==> src/rtl/gr_pkg.sv <==
package gr_pkg;
  typedef enum logic [1:0] {
    STEP_EVERY = 2'b00,
    STEP_ALT   = 2'b01,
    STEP_JUMP  = 2'b10,
    STEP_RSVD  = 2'b11
  } step_mode_e;
endpackage

==> src/rtl/gr_target_clamp.sv <==
module gr_target_clamp #(
  parameter int CODE_W   = 8,
  parameter int MAX_CODE = 48
) (
  input  logic [CODE_W-1:0]        vol_code,
  output logic signed [CODE_W-1:0] target
);
  localparam logic signed [CODE_W-1:0] HI = CODE_W'(MAX_CODE);
  localparam logic signed [CODE_W-1:0] LO = {1'b1, {(CODE_W-2){1'b0}}, 1'b1};

  logic signed [CODE_W-1:0] v;
  assign v = vol_code;

  always_comb begin
    if (v > HI)      target = HI;
    else if (v < LO) target = LO;
    else             target = v;
  end
endmodule

==> src/rtl/gr_ramp.sv <==
module gr_ramp
  import gr_pkg::*;
#(
  parameter int CODE_W = 8
) (
  input  logic                     clk,
  input  logic                     rst_n,
  input  logic                     fs_stb,
  input  logic [1:0]               step_mode,
  input  logic signed [CODE_W-1:0] target,
  output logic signed [CODE_W-1:0] gain_q,
  output logic                     settled
);
  logic signed [CODE_W-1:0] gain_n;
  logic                     phase_q, phase_n;
  step_mode_e               mode;

  assign mode    = step_mode_e'(step_mode);
  assign settled = (gain_q == target);

  always_comb begin
    gain_n  = gain_q;
    phase_n = phase_q;
    if (fs_stb) begin
      if (mode == STEP_JUMP || mode == STEP_RSVD) begin
        gain_n  = target;
        phase_n = 1'b0;
      end else if (gain_q == target) begin
        phase_n = 1'b0;
      end else if (mode == STEP_ALT && !phase_q) begin
        phase_n = 1'b1;
      end else begin
        phase_n = 1'b0;
        if (gain_q < target) gain_n = gain_q + CODE_W'(1);
        else                 gain_n = gain_q - CODE_W'(1);
      end
    end
  end

  always_ff @(posedge clk or negedge rst_n) begin
    if (!rst_n) begin
      gain_q  <= '0;
      phase_q <= 1'b0;
    end else if (fs_stb) begin
      gain_q  <= gain_n;
      phase_q <= phase_n;
    end
  end
endmodule

==> src/rtl/gr_dc_detect.sv <==
module gr_dc_detect #(
  parameter int SAMPLE_W = 16,
  parameter int SEL_W    = 3,
  parameter int DC_BASE  = 100
) (
  input  logic                clk,
  input  logic                rst_n,
  input  logic                fs_stb,
  input  logic [SAMPLE_W-1:0] sample_in,
  input  logic [SEL_W-1:0]    amute_sel,
  output logic                dc_hit
);
  localparam int NSEL    = 1 << SEL_W;
  localparam int CNT_MAX = DC_BASE * (1 << (NSEL - 2)) + 1;
  localparam int CNT_W   = $clog2(CNT_MAX + 1);

  logic [CNT_W-1:0]    thr [NSEL];
  logic [CNT_W-1:0]    cnt_q, cnt_n;
  logic [SAMPLE_W-1:0] prev_q;

  for (genvar k = 0; k < NSEL; k++) begin : g_thr
    if (k == 0) begin : g_off
      assign thr[k] = '0;
    end else begin : g_on
      assign thr[k] = CNT_W'(DC_BASE << (k - 1));
    end
  end

  always_comb begin
    cnt_n = cnt_q;
    if (cnt_q == '0 || sample_in != prev_q) cnt_n = CNT_W'(1);
    else if (cnt_q != CNT_W'(CNT_MAX))      cnt_n = cnt_q + CNT_W'(1);
  end

  always_ff @(posedge clk or negedge rst_n) begin
    if (!rst_n) begin
      cnt_q  <= '0;
      prev_q <= '0;
    end else if (fs_stb) begin
      cnt_q  <= cnt_n;
      prev_q <= sample_in;
    end
  end

  assign dc_hit = (amute_sel != '0) && (cnt_q > thr[amute_sel]);
endmodule

==> src/rtl/gain_ramp_top.sv <==
module gain_ramp_top #(
  parameter int CODE_W   = 8,
  parameter int SAMPLE_W = 16,
  parameter int MAX_CODE = 48,
  parameter int DC_BASE  = 100
) (
  input  logic                clk,
  input  logic                rst_n,
  input  logic                fs_stb,
  input  logic [SAMPLE_W-1:0] sample_in,
  input  logic [CODE_W-1:0]   vol_code,
  input  logic [1:0]          step_mode,
  input  logic                mute_man,
  input  logic [2:0]          amute_sel,
  output logic [CODE_W-1:0]   gain_code,
  output logic                mute_eff,
  output logic                gain_settled
);
  logic signed [CODE_W-1:0] target;
  logic signed [CODE_W-1:0] gain_q;
  logic                     dc_hit;
  logic                     mute_q;

  gr_target_clamp #(.CODE_W(CODE_W), .MAX_CODE(MAX_CODE)) u_clamp (
    .vol_code (vol_code),
    .target   (target)
  );

  gr_ramp #(.CODE_W(CODE_W)) u_ramp (
    .clk       (clk),
    .rst_n     (rst_n),
    .fs_stb    (fs_stb),
    .step_mode (step_mode),
    .target    (target),
    .gain_q    (gain_q),
    .settled   (gain_settled)
  );

  gr_dc_detect #(.SAMPLE_W(SAMPLE_W), .SEL_W(3), .DC_BASE(DC_BASE)) u_dc (
    .clk       (clk),
    .rst_n     (rst_n),
    .fs_stb    (fs_stb),
    .sample_in (sample_in),
    .amute_sel (amute_sel),
    .dc_hit    (dc_hit)
  );

  always_ff @(posedge clk or negedge rst_n) begin
    if (!rst_n) mute_q <= 1'b1;
    else        mute_q <= mute_man | dc_hit;
  end

  assign gain_code = gain_q;
  assign mute_eff  = mute_q;
endmodule

==> config.mk <==
export PLATFORM = sky130hd
export DESIGN_NAME = gain_ramp_top
export DESIGN_NICKNAME = d
export VERILOG_FILES = /design/src/rtl/gr_pkg.sv /design/src/rtl/gr_target_clamp.sv /design/src/rtl/gr_ramp.sv /design/src/rtl/gr_dc_detect.sv /design/src/rtl/gain_ramp_top.sv
export SDC_FILE = /design/constraint.sdc
export NUM_CORES = 1
export LEC_CHECK = 0
export CORE_UTILIZATION = 37
export CTS_CLUSTER_SIZE = 16
export DETAILED_ROUTE_END_ITERATION = 8
export GPL_ROUTABILITY_DRIVEN = 0
export PLACE_DENSITY = 0.57
export SLEW_MARGIN = 20
export SYNTH_ARGS = -nofsm -noshare
export SYNTH_HDL_FRONTEND = slang
export SYNTH_HIERARCHICAL = 1
export SYNTH_SLANG_ARGS = --single-unit
==> constraint.sdc <==
create_clock -name clk -period 6.7 [get_ports clk]
set_clock_uncertainty 0.2 [all_clocks]
set_input_delay 1.34 -clock clk [delete_from_list [all_inputs] [get_ports clk]]
set_output_delay 1.34 -clock clk [all_outputs]
set_load 0.03 [all_outputs]
## After elaboration in Yosys (flattened, before gate mapping)

Memories as Yosys holds them, arrays and structs flattened.
Cells that the tools add are included.

| cells by class | value |
|---|---|
| add/sub/neg operators | 3 |
| multiply operators | 0 |
| div/mod/pow operators | 0 |
| order comparisons | 5 |
| equality and inequality tests | 8 |
| shifts and indexed selects | 0 |
| multiplexer cells | 13 |
| bitwise logic cells | 2 |
| reductions and logical operators | 10 |

Operators by type and width:

| operator | number |
|---|---|
| $mux 13 | 4 |
| $mux 8 | 6 |
| $ne 16x16->1 | 1 |
| $add 13x1->13 const B | 1 |
| $gt 13x13->1 | 1 |
| $logic_not 13->1 | 1 |
| $ne 13x13->1 const B | 1 |
| $add 8x2->8 const B | 1 |
| $eq 8x8->1 | 1 |
| $gt 8x7->1 const B | 1 |
| $lt 8x8->1 | 1 |
| $lt 8x8->1 const B | 1 |
| $sub 8x2->8 const B | 1 |
| $eq 2x2->1 const B | 2 |
| $ge 4x4->1 const B | 1 |
| $ne 2x1->1 const B | 2 |
| $not 3->4 | 1 |
| $mux 1 | 3 |
| $reduce_and 3->1 | 1 |
| $reduce_bool 3->1 | 1 |
| $eq 2x1->1 const B | 1 |
| $logic_and 1x1->1 | 2 |
| $logic_or 1x1->1 | 2 |
| $reduce_and 2->1 | 1 |
| other kinds (3) | 3 |

| storage, ports and cells | value |
|---|---|
| bits in registers | 39 |
| bits in latches | 0 |
| memory bits (writable) | 0 |
| bits in read-only memories | 104 |
| input port bits | 33 |
| output and inout port bits | 10 |
| logic and storage cells | 47 |
| memories | 1 |

Memory list:

| memory | words | bits a word | rd ports | clocked after memory_dff | write ports | line | RTL |
|---|---|---|---|---|---|---|---|
| (no name shown) | 8 | 13 | 1 | 0 | 0 | gr_dc_detect.sv:45 | `assign dc_hit = (amute_sel != '0) && (cnt_q > thr[amute_sel]);` |

## Depth between registers and ports, before layout

Gate-level depths: netlist of the first run.

| logic depth | value |
|---|---|
| word-level depth | 8 |
| depth in mapped cells | 18 |
| gate-level depth less buffers | 18 |

## Hierarchy

The synthesis of the first run kept the hierarchy.

By module, submodules not included:

| module | times used | cells an instance | area an instance (um2) | seq. area each (um2) |
|---|---|---|---|---|
| gr_dc_detect | 1 | 201 | 1974.4 | 725.7 |
| gr_ramp | 1 | 123 | 972.2 | 225.2 |
| gr_target_clamp | 1 | 18 | 133.9 | 0.0 |
| gain_ramp_top | 1 | 2 | 32.5 | 26.3 |

## Worst setup path after synthesis of the first run

Ideal clock, no wire load.

| timing | value |
|---|---|
| path kind | input -> output |
| from | in vol_code[3] |
| to | out gain_settled |
| arrival time | 3.978 ns |
| required time | 5.160 ns |
| slack | 1.182 ns |
| cell stages on the path | 8 |
| buffers on the path | 0 |
| path through | or4_4 > o41ai_1 > ha_1 > nor4b_1 > inv_1 > ha_1 > nand3_1 > nor3_1 |

| on the way | value |
|---|---|
| word-level cells in the longest chain between the ends | 4 |
| elaborated cells on any way between the ends | 5 |
| those cells by class | 2 x order compare; 1 x eq/ne; 2 x mux |

RTL lines:

| item | line | RTL |
|---|---|---|
| start, declared | gain_ramp_top.sv:11 | `input logic [CODE_W-1:0] vol_code,` |
| $lt 8x8->1 | gr_target_clamp.sv:16 | `else if (v < LO) target = LO;` |
| $mux 8 | gr_target_clamp.sv:16 |  |
| $mux 8 * | gr_target_clamp.sv:15 | `if (v > HI) target = HI;` |
| net target[1] | gain_ramp_top.sv:19 | `logic signed [CODE_W-1:0] target;` |
| $eq 8x8->1 * | gr_ramp.sv:19 | `assign settled = (gain_q == target);` |
| end, declared | gain_ramp_top.sv:17 | `output logic gain_settled` |

Mark *: on every way through the listed nets, which the timed path passes. The rest lies on a longest branch.

## Worst setup path after layout of the first run

Same ends and word-level chain as after synthesis.

==> summary.md, run 1 <==
| Metric | Value |
|---|---|
| Outcome | `finished, final reports clean` |
| Worst setup endpoint | `gain_settled` |
| Area contributors post-synth | `dfrtp_1 31%, ha_1 11%, mux2_2 6.1%, xnor2_1 4.8%, nand2_1 3.5%` |
| Vias | `2,721` |
| Via/cell ratio | `5.599` |
| Tmin final | `6.377 ns` |
| Fillers | `833` |
| Final Hold Fails | `0` |
| CTS root buffer | `clkbuf_8` |
| Vias in the first global route | `2,534` |
| Synth cell count leaders | `38 x dfrtp_1, 29 x nand2_1, 28 x ha_1, 28 x inv_1, 18 x nand3_1` |
| TritonCTS buffer count | `5` |
| Pwr dens | `232.6 nW/um2` |
| WS Path Type | `input port to primary output` |
| Setup slack, reg-to-reg | `3.33 ns` |
| Critical path's largest stage delay | `0.73 ns` |
| Initial DRC Count | `145` |
| Ys flop type | `dfrtp_1` |
| CTS max path bufs | `2` |
| Worst reg2reg startpoint | `u_ramp/gain_q[2]` |
| Hpwl dp | `5151 um` |
| Wire length on met2 | `3135 um` |
| Drt wl/cell | `14.64 um` |
| Unique masters post-synth | `63` |
| Largest net degree at the start of global routing | `40` |
| Top cell type's share of synthesized area | `30.55%` |
| Worst Setup End Kind | `primary output` |
| Total GRT Usage | `17.22%` |
| FF-to-FF End | `u_ramp/gain_q[6]` |
| Critical path origin | `vol_code[3]` |
| TNS Setup | `0 ns` |
| CP arrival | `4.84 ns` |
| Worst Max-Slew Pin Slew | `0.9273 ns` |
| Switch Pwr | `0.0003526 W` |
| FP Rows | `33` |
| Top-level I/O count | `43` |
| Die X | `93.73 um` |
| EDFF count, synth | `0` |
| Area Overhead vs Synth | `18.65%` |
| Critical Path Start Type | `input port` |
| Initial Util | `38.08%` |
| Top delay family on crit path | `simple AND/OR/NAND/NOR gates` |
| Remaining antenna violation count | `0` |
| Cells along the critical path | `clkdlybuf4s50_1 -> or4_4 -> o41ai_1 -> ha_1 -> nor4b_1 -> inv_1 -> ha_1 -> nand3_1 -> nor3_1 -> clkdlybuf4s50_1` |
| Die ar. | `8784 um2` |
| Yosys reg bits | `39` |
| Slew HR | `37.72%` |
| PostCTS Resize Cnt | `0` |
| Sink Count | `39` |
| Number of max-cap violations | `0` |
| Synth area leader | `dfrtp_1` |
| Met3 WL | `287 um` |
| Placeable core area | `8175 um2` |
| Syn nets | `405` |
| Global-route wire length before repair | `11,920 um` |
| CP max FO | `5` |
| Final worst slack | `0.3232 ns` |
| Net count, final | `441` |
| Total number of yosys warnings | `6` |
| Top sig layer | `met4` |
| Congestion Overflow GR | `0` |
| CTS tree | `built` |
| Clk pwr share | `19.9%` |
| Drc violations | `0` |
| Critical path's slowest cell | `clkdlybuf4s50_1` |
| CTS clk-pin slew, worst paths | `0.09 ns` |
| Die Y | `93.73 um` |
| Reg2Reg Depth | `12` |
| Hold slack | `0.3301 ns` |
| Clock latency on the worst-skew pair | `0.30 ns` |
| Most common cell in the netlist | `dfrtp_1` |
| Layout cell share with drive strength beyond 1 | `10.50%` |
| Final setup vio count | `0` |
| Cell count along the critical path | `10` |
| FFs w/ async S/R, synth | `100.0%` |
| Drt total wl | `7117 um` |
| Final Max Tran Viols | `0` |
| Logic pwr share | `42.6%` |
| Cells after synthesis | `344` |
| Mapped Area | `3113 um2` |
| Place WS | `0.3090 ns` |
| Post-CTS Setup Bufs | `0` |
| Internal Power | `0.0005065 W` |
| Synth Area per Inst | `9.049 um2` |
| H-Tree Depth | `2` |
| Fin util | `45.18%` |
| Wire length on met1 | `3604 um` |
| Diode count | `0` |
| Hold Crit Class | `flop to flop` |
| Post-CTS Hold Fix Bufs | `0` |
| Register area share after synthesis | `31.39%` |
| Max Clock Freq | `0.1568 GHz` |
| P_leak | `1.473 nW` |
| Initial antenna violation count | `0` |
| Crit path required time | `5.16 ns` |
| WP buf/inv | `3` |
| RSZ-0062 raised after global routing | `no` |
| Reg power frac | `37.5%` |
| Final cycle utilization of the critical path | `95.18%` |
| Tot Pwr | `0.0008590 W` |
| IR drop worst, VDD | `0.1523 mV` |
| Net Sw Frac | `41.04%` |
| Pre-antenna DRT Iters | `4` |
| Number of port buffers | `42` |
## state kept, by name, summed over array words and instances, names as in the netlist
register	flops
u_dc/prev_q	16
u_dc/cnt_q	13
u_ramp/gain_q	8
mute_eff	1
u_ramp/phase_q	1
## metrics by stage
step                      std cells  cell area, um2
after floorplan                 344            3113
after global routing            486            3694
after detailed placement        478            3601
after global placement          478            3601
final                           486            3694
after CTS                       486            3694
## cell families after synthesis
logic type      synth area share (%)
simple gates                   23.31
compound gates                 16.76
buf+inv                        5.386
flops                          31.39
fa+ha+maj                      11.25
mux                            7.114
xor+xnor                       4.783
## layer usage
layer  track usage (%)  vias up
met1             24.22     1302
met4             4.615        0
met2             27.01       59
li1                  -     1352
met5                 0        -
met3             3.155        8
## power groups by stage
stage / registers, W / clock network [W] / logic, W
after floorplan: 0.000350 / 0 / 0.000213
after CTS: 0.000322 / 0.000180 / 0.000367
after detailed placement: 0.000326 / 0 / 0.000365
after global routing: 0.000329 / 0.000185 / 0.000402
after global placement: 0.000326 / 0 / 0.000361
final: 0.000322 / 0.000171 / 0.000366
## layout make-up
| type | instances | area [um2] | share of cell area, % |
|---|---|---|---|
| Sequential cell | 39 | 977.2 | 26.46 |
| Tap cell | 105 | 131.4 | 3.557 |
| Clock buffer | 5 | 68.82 | 1.863 |
| Multi-Input combinational cell | 263 | 1968 | 53.29 |
| Clock inverter | 3 | 23.77 | 0.6436 |
| Inverter | 29 | 108.9 | 2.947 |
| Timing Repair Buffer | 42 | 415.4 | 11.25 |
## worst min path at each step
stage,startpoint,endpoint,cells after the start
after CTS,u_ramp/phase_q,u_ramp/phase_q,1
after global placement,u_dc/prev_q[9],u_dc/prev_q[9],1
final,u_ramp/phase_q,u_ramp/phase_q,1
after floorplan,u_ramp/phase_q,u_ramp/phase_q,1
after global routing,u_dc/prev_q[5],u_dc/prev_q[5],1
after detailed placement,u_ramp/phase_q,u_ramp/phase_q,1
## cell usage in the layout, fill, tap and decap left out, drive strengths merged, types with 2 or more instances in the layout
cell type,netlist,layout
a2111oi,2,2
a211o,2,2
a211oi,3,3
a21boi,2,2
a21o,4,4
a21oi,15,15
a221o,2,2
a31oi,4,4
and3,3,3
and4,2,2
clkbuf,9,5
clkdlybuf4s50,0,41
clkinvlp,0,2
dfrtp,38,38
ha,28,28
inv,28,29
mux2,17,17
mux2i,3,3
nand2,29,29
nand2b,2,2
nand3,19,19
nand3b,4,4
nand4,11,11
nor2,11,11
nor2b,4,4
nor3,15,15
nor4,6,6
nor4b,5,5
o2111ai,3,3
o211ai,3,3
o21a,3,3
o21ai,9,9
o221ai,9,9
o31ai,3,3
or3,8,8
or4,3,3
xnor2,17,17
(Power assumes the default switching activity.)
==> run 2, diff against run 1 <==
Settings changed: CORE_MARGIN set to 2.
==> run 2 against run 1 <==
Sequential share of layout area barely moved. Routed wire length rose by 3.1%. Register-to-register slack improved by 0.02 ns. First-iteration DRC count rose by 1.4%. Largest cell class unchanged.
==> summary.md, run 2 (synthesized netlist as in run 1, its figures left out) <==
| Metric | Value |
|---|---|
| Outcome | `finished, final reports clean` |
| TritonCTS buffer count | `5 (unchanged)` |
| Worst reg2reg startpoint | `u_ramp/gain_q[2]` |
| CTS clk-pin slew, worst paths | `0.09 ns (about the same)` |
| Worst Max-Slew Pin Slew | `0.9371 ns (+0.009795 ns)` |
| Final worst slack | `0.2815 ns (-0.04166 ns)` |
| Number of max-cap violations | `0 (unchanged)` |
| Place WS | `0.2996 ns (-0.009345 ns)` |
| Non-Filler Instances | `486 (unchanged)` |
| Die Y | `95.73 um (+2.1%)` |
| Total GRT Usage | `17.57% (+0.34 points)` |
| Layout cell share with drive strength beyond 1 | `10.50% (unchanged)` |
| Setup slack, reg-to-reg | `3.35 ns (+0.02 ns)` |
| P_leak | `1.477 nW (+0.24%)` |
| Final cycle utilization of the critical path | `95.80% (+0.62 points)` |
| Congestion Overflow GR | `0 (unchanged)` |
| Slew HR | `37.53% (-0.19 points)` |
| FF-to-FF End | `u_ramp/gain_q[6]` |
| Multi-input gate area | `1968 um2 (unchanged)` |
| Remaining antenna violation count | `0 (unchanged)` |
| Worst Setup End Kind | `primary output` |
| Final setup vio count | `0 (unchanged)` |
| Die ar. | `9163 um2 (+4.3%)` |
| RSZ-0062 raised after global routing | `no` |
| Clock latency on the worst-skew pair | `0.30 ns (about the same)` |
| CTS tree | `built` |
| Hold Crit Class | `flop to flop` |
| Commonest non-fill, non-tap cell in the layout | `clkdlybuf4s50_1` |
| Hpwl dp | `5294 um (+2.8%)` |
| Number of port buffers | `42 (unchanged)` |
| Hold path start | `u_dc/prev_q[4]` |
| Die X | `95.73 um (+2.1%)` |
| Max Clock Freq | `0.1558 GHz (-0.65%)` |
| Placed Cells incl. Taps | `478 (unchanged)` |
| Initial antenna violation count | `0 (unchanged)` |
| Area Overhead vs Synth | `18.69% (about the same)` |
| Vias | `2,711 (-0.37%)` |
| Tmin final | `6.418 ns (+0.04166 ns)` |
| CTS root buffer | `clkbuf_8` |
| TNS Setup | `0 ns (unchanged)` |
| Drt total wl | `7337 um (+3.1%)` |
| Reg2Reg Depth | `12 (unchanged)` |
| Diode count | `0 (unchanged)` |
| Final Max Tran Viols | `0 (unchanged)` |
| WHS Endpoint | `u_dc/prev_q[4]` |
| Sink Count | `39 (unchanged)` |
| Net count, final | `441 (unchanged)` |
| CP arrival | `4.88 ns (+0.04 ns)` |
| Biggest register | `u_dc/prev_q` |
| CP max FO | `5 (unchanged)` |
| Placeable core area | `8175 um2 (unchanged)` |
| Drt wl/cell | `15.10 um (+3.1%)` |
| Max reg flops | `16 (unchanged)` |
| Final Hold Fails | `0 (unchanged)` |
| Via/cell ratio | `5.578 (-0.37%)` |
| Crit path required time | `5.16 ns (about the same)` |
| Vias in the first global route | `2,713 (+7.1%)` |
| Critical Path Start Type | `input port` |
| Top flop regs | `u_dc/prev_q (16), u_dc/cnt_q (13), u_ramp/gain_q (8)` |
| FP Rows | `33 (unchanged)` |
| Largest net degree at the start of global routing | `40 (unchanged)` |
| IR drop worst, VDD | `0.1647 mV (+8.1%)` |
| Hold slack | `0.3357 ns (+0.005588 ns)` |
| Most frequent cells in the layout | `41 x clkdlybuf4s50_1, 38 x dfrtp_1, 29 x nand2_1` |
| Post-CTS Hold Fix Bufs | `0 (unchanged)` |
| Finished Cell Area | `3695 um2 (about the same)` |
| PostCTS Resize Cnt | `0 (unchanged)` |
| Drc violations | `0 (unchanged)` |
| Dpl cell area | `3601 um2 (unchanged)` |
| CTS max path bufs | `2 (unchanged)` |
| Global-route wire length before repair | `12,710 um (+6.6%)` |
| WS Path Type | `input port to primary output` |
| Pwr dens | `233.7 nW/um2 (+0.47%)` |
| Register Area | `977.2 um2 (unchanged)` |
| Cell depth of the worst hold path | `1 (unchanged)` |
| Post-CTS Setup Bufs | `0 (unchanged)` |
| Initial Util | `38.08% (unchanged)` |
| H-Tree Depth | `2 (unchanged)` |
| Initial DRC Count | `147 (+1.4%)` |
| Pre-antenna DRT Iters | `4 (unchanged)` |
| Fillers | `793 (-4.8%)` |
| Top-level I/O count | `43 (unchanged)` |
run 2: per-layer routing:
metal	track usage (%)	up-vias	share of wire, %
li1	-	1346	-
met4	5.357	0	0.98
met5	0	-	0
met3	2.428	5	3.6
met1	24.79	1312	51
met2	27.97	48	45
run 2: how the worst max path moves through the flow:
stage,slack [ns],cells after the start,to,start
CTS,0.27,10,gain_settled,vol_code[3]
floorplan,1.18,8,gain_settled,vol_code[3]
global placement,0.39,10,gain_settled,vol_code[3]
finish,0.28,10,gain_settled,vol_code[3]
detailed placement,0.30,10,gain_settled,vol_code[3]
global route,0.10,10,gain_settled,vol_code[3]
run 2: cell type report:
type | instances | area share, %
Sequential cell | 39 | 26.45
Clock buffer | 5 | 1.863
Tap cell | 105 | 3.556
Timing Repair Buffer | 42 | 11.24
Inverter | 29 | 2.946
Clock inverter | 3 | 0.6773
Multi-Input combinational cell | 263 | 53.27
run 2: where the power goes:
group | internal, W | total (W) | switching, W | leakage, nW
clock | 0.0000747 | 0.000175 | 0.000101 | 0.0443
combinational | 0.000166 | 0.000367 | 0.000201 | 0.950
sequential | 0.000266 | 0.000321 | 0.0000555 | 0.482
total | 0.000506 | 0.000863 | 0.000357 | 1.48
run 2: worst max-delay path, stage by stage:
cell             delay [ns]
clkdlybuf4s50_1        0.41
or4_4                  0.57
o41ai_1                0.32
ha_1                   0.36
nor4b_1                0.43
inv_1                  0.09
ha_1                   0.31
nand3_1                0.10
nor3_1                 0.22
clkdlybuf4s50_1        0.72
run 2: through the flow:
| step | power [W] | util, % |
|---|---|---|
| 5_1_grt | 0.0009272 | 45.19 |
| 3_5_place_dp | 0.0006906 | 44.05 |
| 6_report | 0.0008634 | 45.19 |
| 4_1_cts | 0.0008739 | 45.19 |
| 2_1_floorplan | 0.0005629 | - |
| 3_3_place_gp | 0.0006871 | 44.05 |
==> run 3, diff against run 2 <==
--- a/config.mk
+++ b/config.mk
@@ -13,2 +13,3 @@
 export PLACE_DENSITY = 0.57
+export RECOVER_POWER = 100
 export SLEW_MARGIN = 20
==> constraint.sdc (replaced) <==
create_clock -name clk -period 6.7 [get_ports clk]
set_clock_uncertainty 0.2 [all_clocks]
set_input_delay 0.67 -clock clk [delete_from_list [all_inputs] [get_ports clk]]
set_output_delay 0.67 -clock clk [all_outputs]
set_load 0.03 [all_outputs]
==> run 3 against run 2 <==
The run now ends with capacitance limit, slew limit left. Critical path depth is 4 lower. Register-to-register slack worse by 1.6 ns. Worst setup slack better by 0.95 ns. Sequential cell count stayed put. Non-clock buffer count stayed put. Sequential power hardly changed. Core utilization is 0.51 points lower. Clock-buffer cell count stayed put. Routed wire length hardly changed. Maximum frequency is 17% higher. Critical path type is now input port to flop. Critical endpoint is now u_dc/cnt_q[0].
==> summary.md, run 3 (synthesized netlist as in run 1, its figures left out) <==
| Metric | Value |
|---|---|
| Finished Cell Area | `3654 um2 (-1.1%)` |
| Final worst slack | `1.229 ns (+0.9479 ns)` |
| Initial antenna violation count | `0 (unchanged)` |
| RSZ-0062 raised after global routing | `no` |
| Placeable core area | `8175 um2 (unchanged)` |
| Biggest register | `u_dc/prev_q` |
| IR drop worst, VDD | `0.1658 mV (+0.70%)` |
| Area Overhead vs Synth | `17.36%` |
| Max Clock Freq | `0.1828 GHz (+17%)` |
| Congestion Overflow GR | `0 (unchanged)` |
| Total GRT Usage | `17.25% (-0.31 points)` |
| Vias | `2,699 (-0.44%)` |
| Net count, final | `441 (unchanged)` |
| Clock latency on the worst-skew pair | `0.30 ns (about the same)` |
| WS Path Type | `input port to flop` |
| TritonCTS buffer count | `5 (unchanged)` |
| Die Y | `95.73 um (unchanged)` |
| Top-level I/O count | `43 (unchanged)` |
| Commonest non-fill, non-tap cell in the layout | `dfrtp_1` |
| Number of max-cap violations | `3 (+3)` |
| Initial Util | `38.08% (unchanged)` |
| Place WS | `1.249 ns (+0.9496 ns)` |
| Tmin final | `5.471 ns (-0.9479 ns)` |
| Post-CTS Setup Bufs | `0 (unchanged)` |
| Failing checks | `capacitance limit, slew limit` |
| Largest net degree at the start of global routing | `40 (unchanged)` |
| Hpwl dp | `5350 um (+1.1%)` |
| PostCTS Resize Cnt | `0 (unchanged)` |
| H-Tree Depth | `2 (unchanged)` |
| Worst Max-Slew Pin Slew | `2.498 ns (+1.561 ns)` |
| Number of port buffers | `42 (unchanged)` |
| Initial DRC Count | `148 (+0.68%)` |
| Hold Crit Class | `flop to flop` |
| TNS Setup | `0 ns (unchanged)` |
| Worst Setup End Kind | `flop` |
| Outcome | `finished, violations left` |
| Pre-antenna DRT Iters | `4 (unchanged)` |
| Dpl cell area | `3601 um2 (unchanged)` |
| Diode count | `0 (unchanged)` |
| Die ar. | `9163 um2 (unchanged)` |
| Most frequent cells in the layout | `38 x dfrtp_1, 29 x nand2_1, 28 x inv_1, 28 x ha_1, 27 x clkdlybuf4s50_1` |
| Final setup vio count | `0 (unchanged)` |
| Remaining antenna violation count | `0 (unchanged)` |
| Final Max Tran Viols | `72 (+72)` |
| P_leak | `1.460 nW (-1.1%)` |
| Post-CTS Hold Fix Bufs | `0 (unchanged)` |
| CTS clk-pin slew, worst paths | `0.09 ns (about the same)` |
| FP Rows | `33 (unchanged)` |
| Crit path required time | `6.68 ns (+1.52 ns)` |
| Drc violations | `0 (unchanged)` |
| Drt wl/cell | `15.10 um (about the same)` |
| Final cycle utilization of the critical path | `81.65% (-14 points)` |
| CTS tree | `built` |
| CTS max path bufs | `2 (unchanged)` |
| Via/cell ratio | `5.553 (-0.44%)` |
| Max reg flops | `16 (unchanged)` |
| Sink Count | `39 (unchanged)` |
| Top flop regs | `u_dc/prev_q (16), u_dc/cnt_q (13), u_ramp/gain_q (8)` |
| Die X | `95.73 um (unchanged)` |
| Critical Path Start Type | `input port` |
| Pwr dens | `232.1 nW/um2 (-0.67%)` |
| Final Hold Fails | `0 (unchanged)` |
| CTS root buffer | `clkbuf_8` |
| Layout cell share with drive strength beyond 1 | `8.661% (-1.8 points)` |
| Slew HR | `-68.06% (-110 points)` |
| Global-route wire length before repair | `12,480 um (-1.8%)` |
| CP arrival | `5.46 ns (+0.58 ns)` |
| Drt total wl | `7338 um (about the same)` |
| CP max FO | `17 (+12)` |
| Vias in the first global route | `2,543 (-6.3%)` |
-- run 3: cell types whose count changed in the layout (fill, tap and decap cells not counted), moves of 2 or more --
cell	delta
clkdlybuf4s50_1	-14
dlygate4sd3_1	+14
clkinv_4	-2
a21boi_0	+2
-- run 3: worst max-delay path, cell delays in order --
cell           delay (ns)
dlygate4sd3_1        0.56
xnor2_1              0.14
nand4_1              0.12
nor4_1               1.99
a21boi_0             1.34
mux2_2               0.63
-- run 3: through the flow --
stage                     util (%)  power (W)  std cells  hold WS, ns
after CTS                    45.18  0.0008743        486       0.3312
after global routing         44.69  0.0009121        486       0.3512
after floorplan                  -  0.0005629        344       0.1744
after global placement       44.05  0.0006888        478       0.3056
final                        44.69  0.0008480        486       0.3314
after detailed placement     44.05  0.0006930        478       0.3091
-- run 3: layout make-up --
type | count | area [um2]
well taps | 105 | 131.4
multi-input cells | 263 | 1929
clock inverters | 3 | 23.77
repair buffers | 42 | 414.1
flip-flops and latches | 39 | 977.2
clock buffers | 5 | 68.82
fillers | 824 | 4522
inverters | 29 | 108.9
-- run 3: worst paths after layout --
kind	cells after the start	to	start	slack, ns
worst min-delay path	1	u_ramp/phase_q	u_ramp/phase_q	0.33
worst max-delay path	6	u_dc/cnt_q[0]	sample_in[1]	1.23
worst max register to register	5	u_dc/cnt_q[0]	u_dc/prev_q[9]	1.75
min in group asynchronous	1	u_dc/cnt_q[7]	rst_n	0.80
worst min register to register	1	u_ramp/phase_q	u_ramp/phase_q	0.33
max in group asynchronous	1	u_dc/cnt_q[12]	rst_n	4.26
-- run 3: power breakdown --
group,internal (W),switching (W)
clock network,0.0000746,0.0000973
logic,0.000156,0.000199
registers,0.000266,0.0000556
-- run 3: metal layers --
| metal | track usage (%) | part of all wire [%] | up-vias |
|---|---|---|---|
| li1 | - | - | 1361 |
| met1 | 23.29 | 47 | 1272 |
| met2 | 28.67 | 48 | 64 |
| met3 | 3.054 | 4.5 | 2 |
| met4 | 4.286 | 0.56 | 0 |
| met5 | 0 | 0 | - |
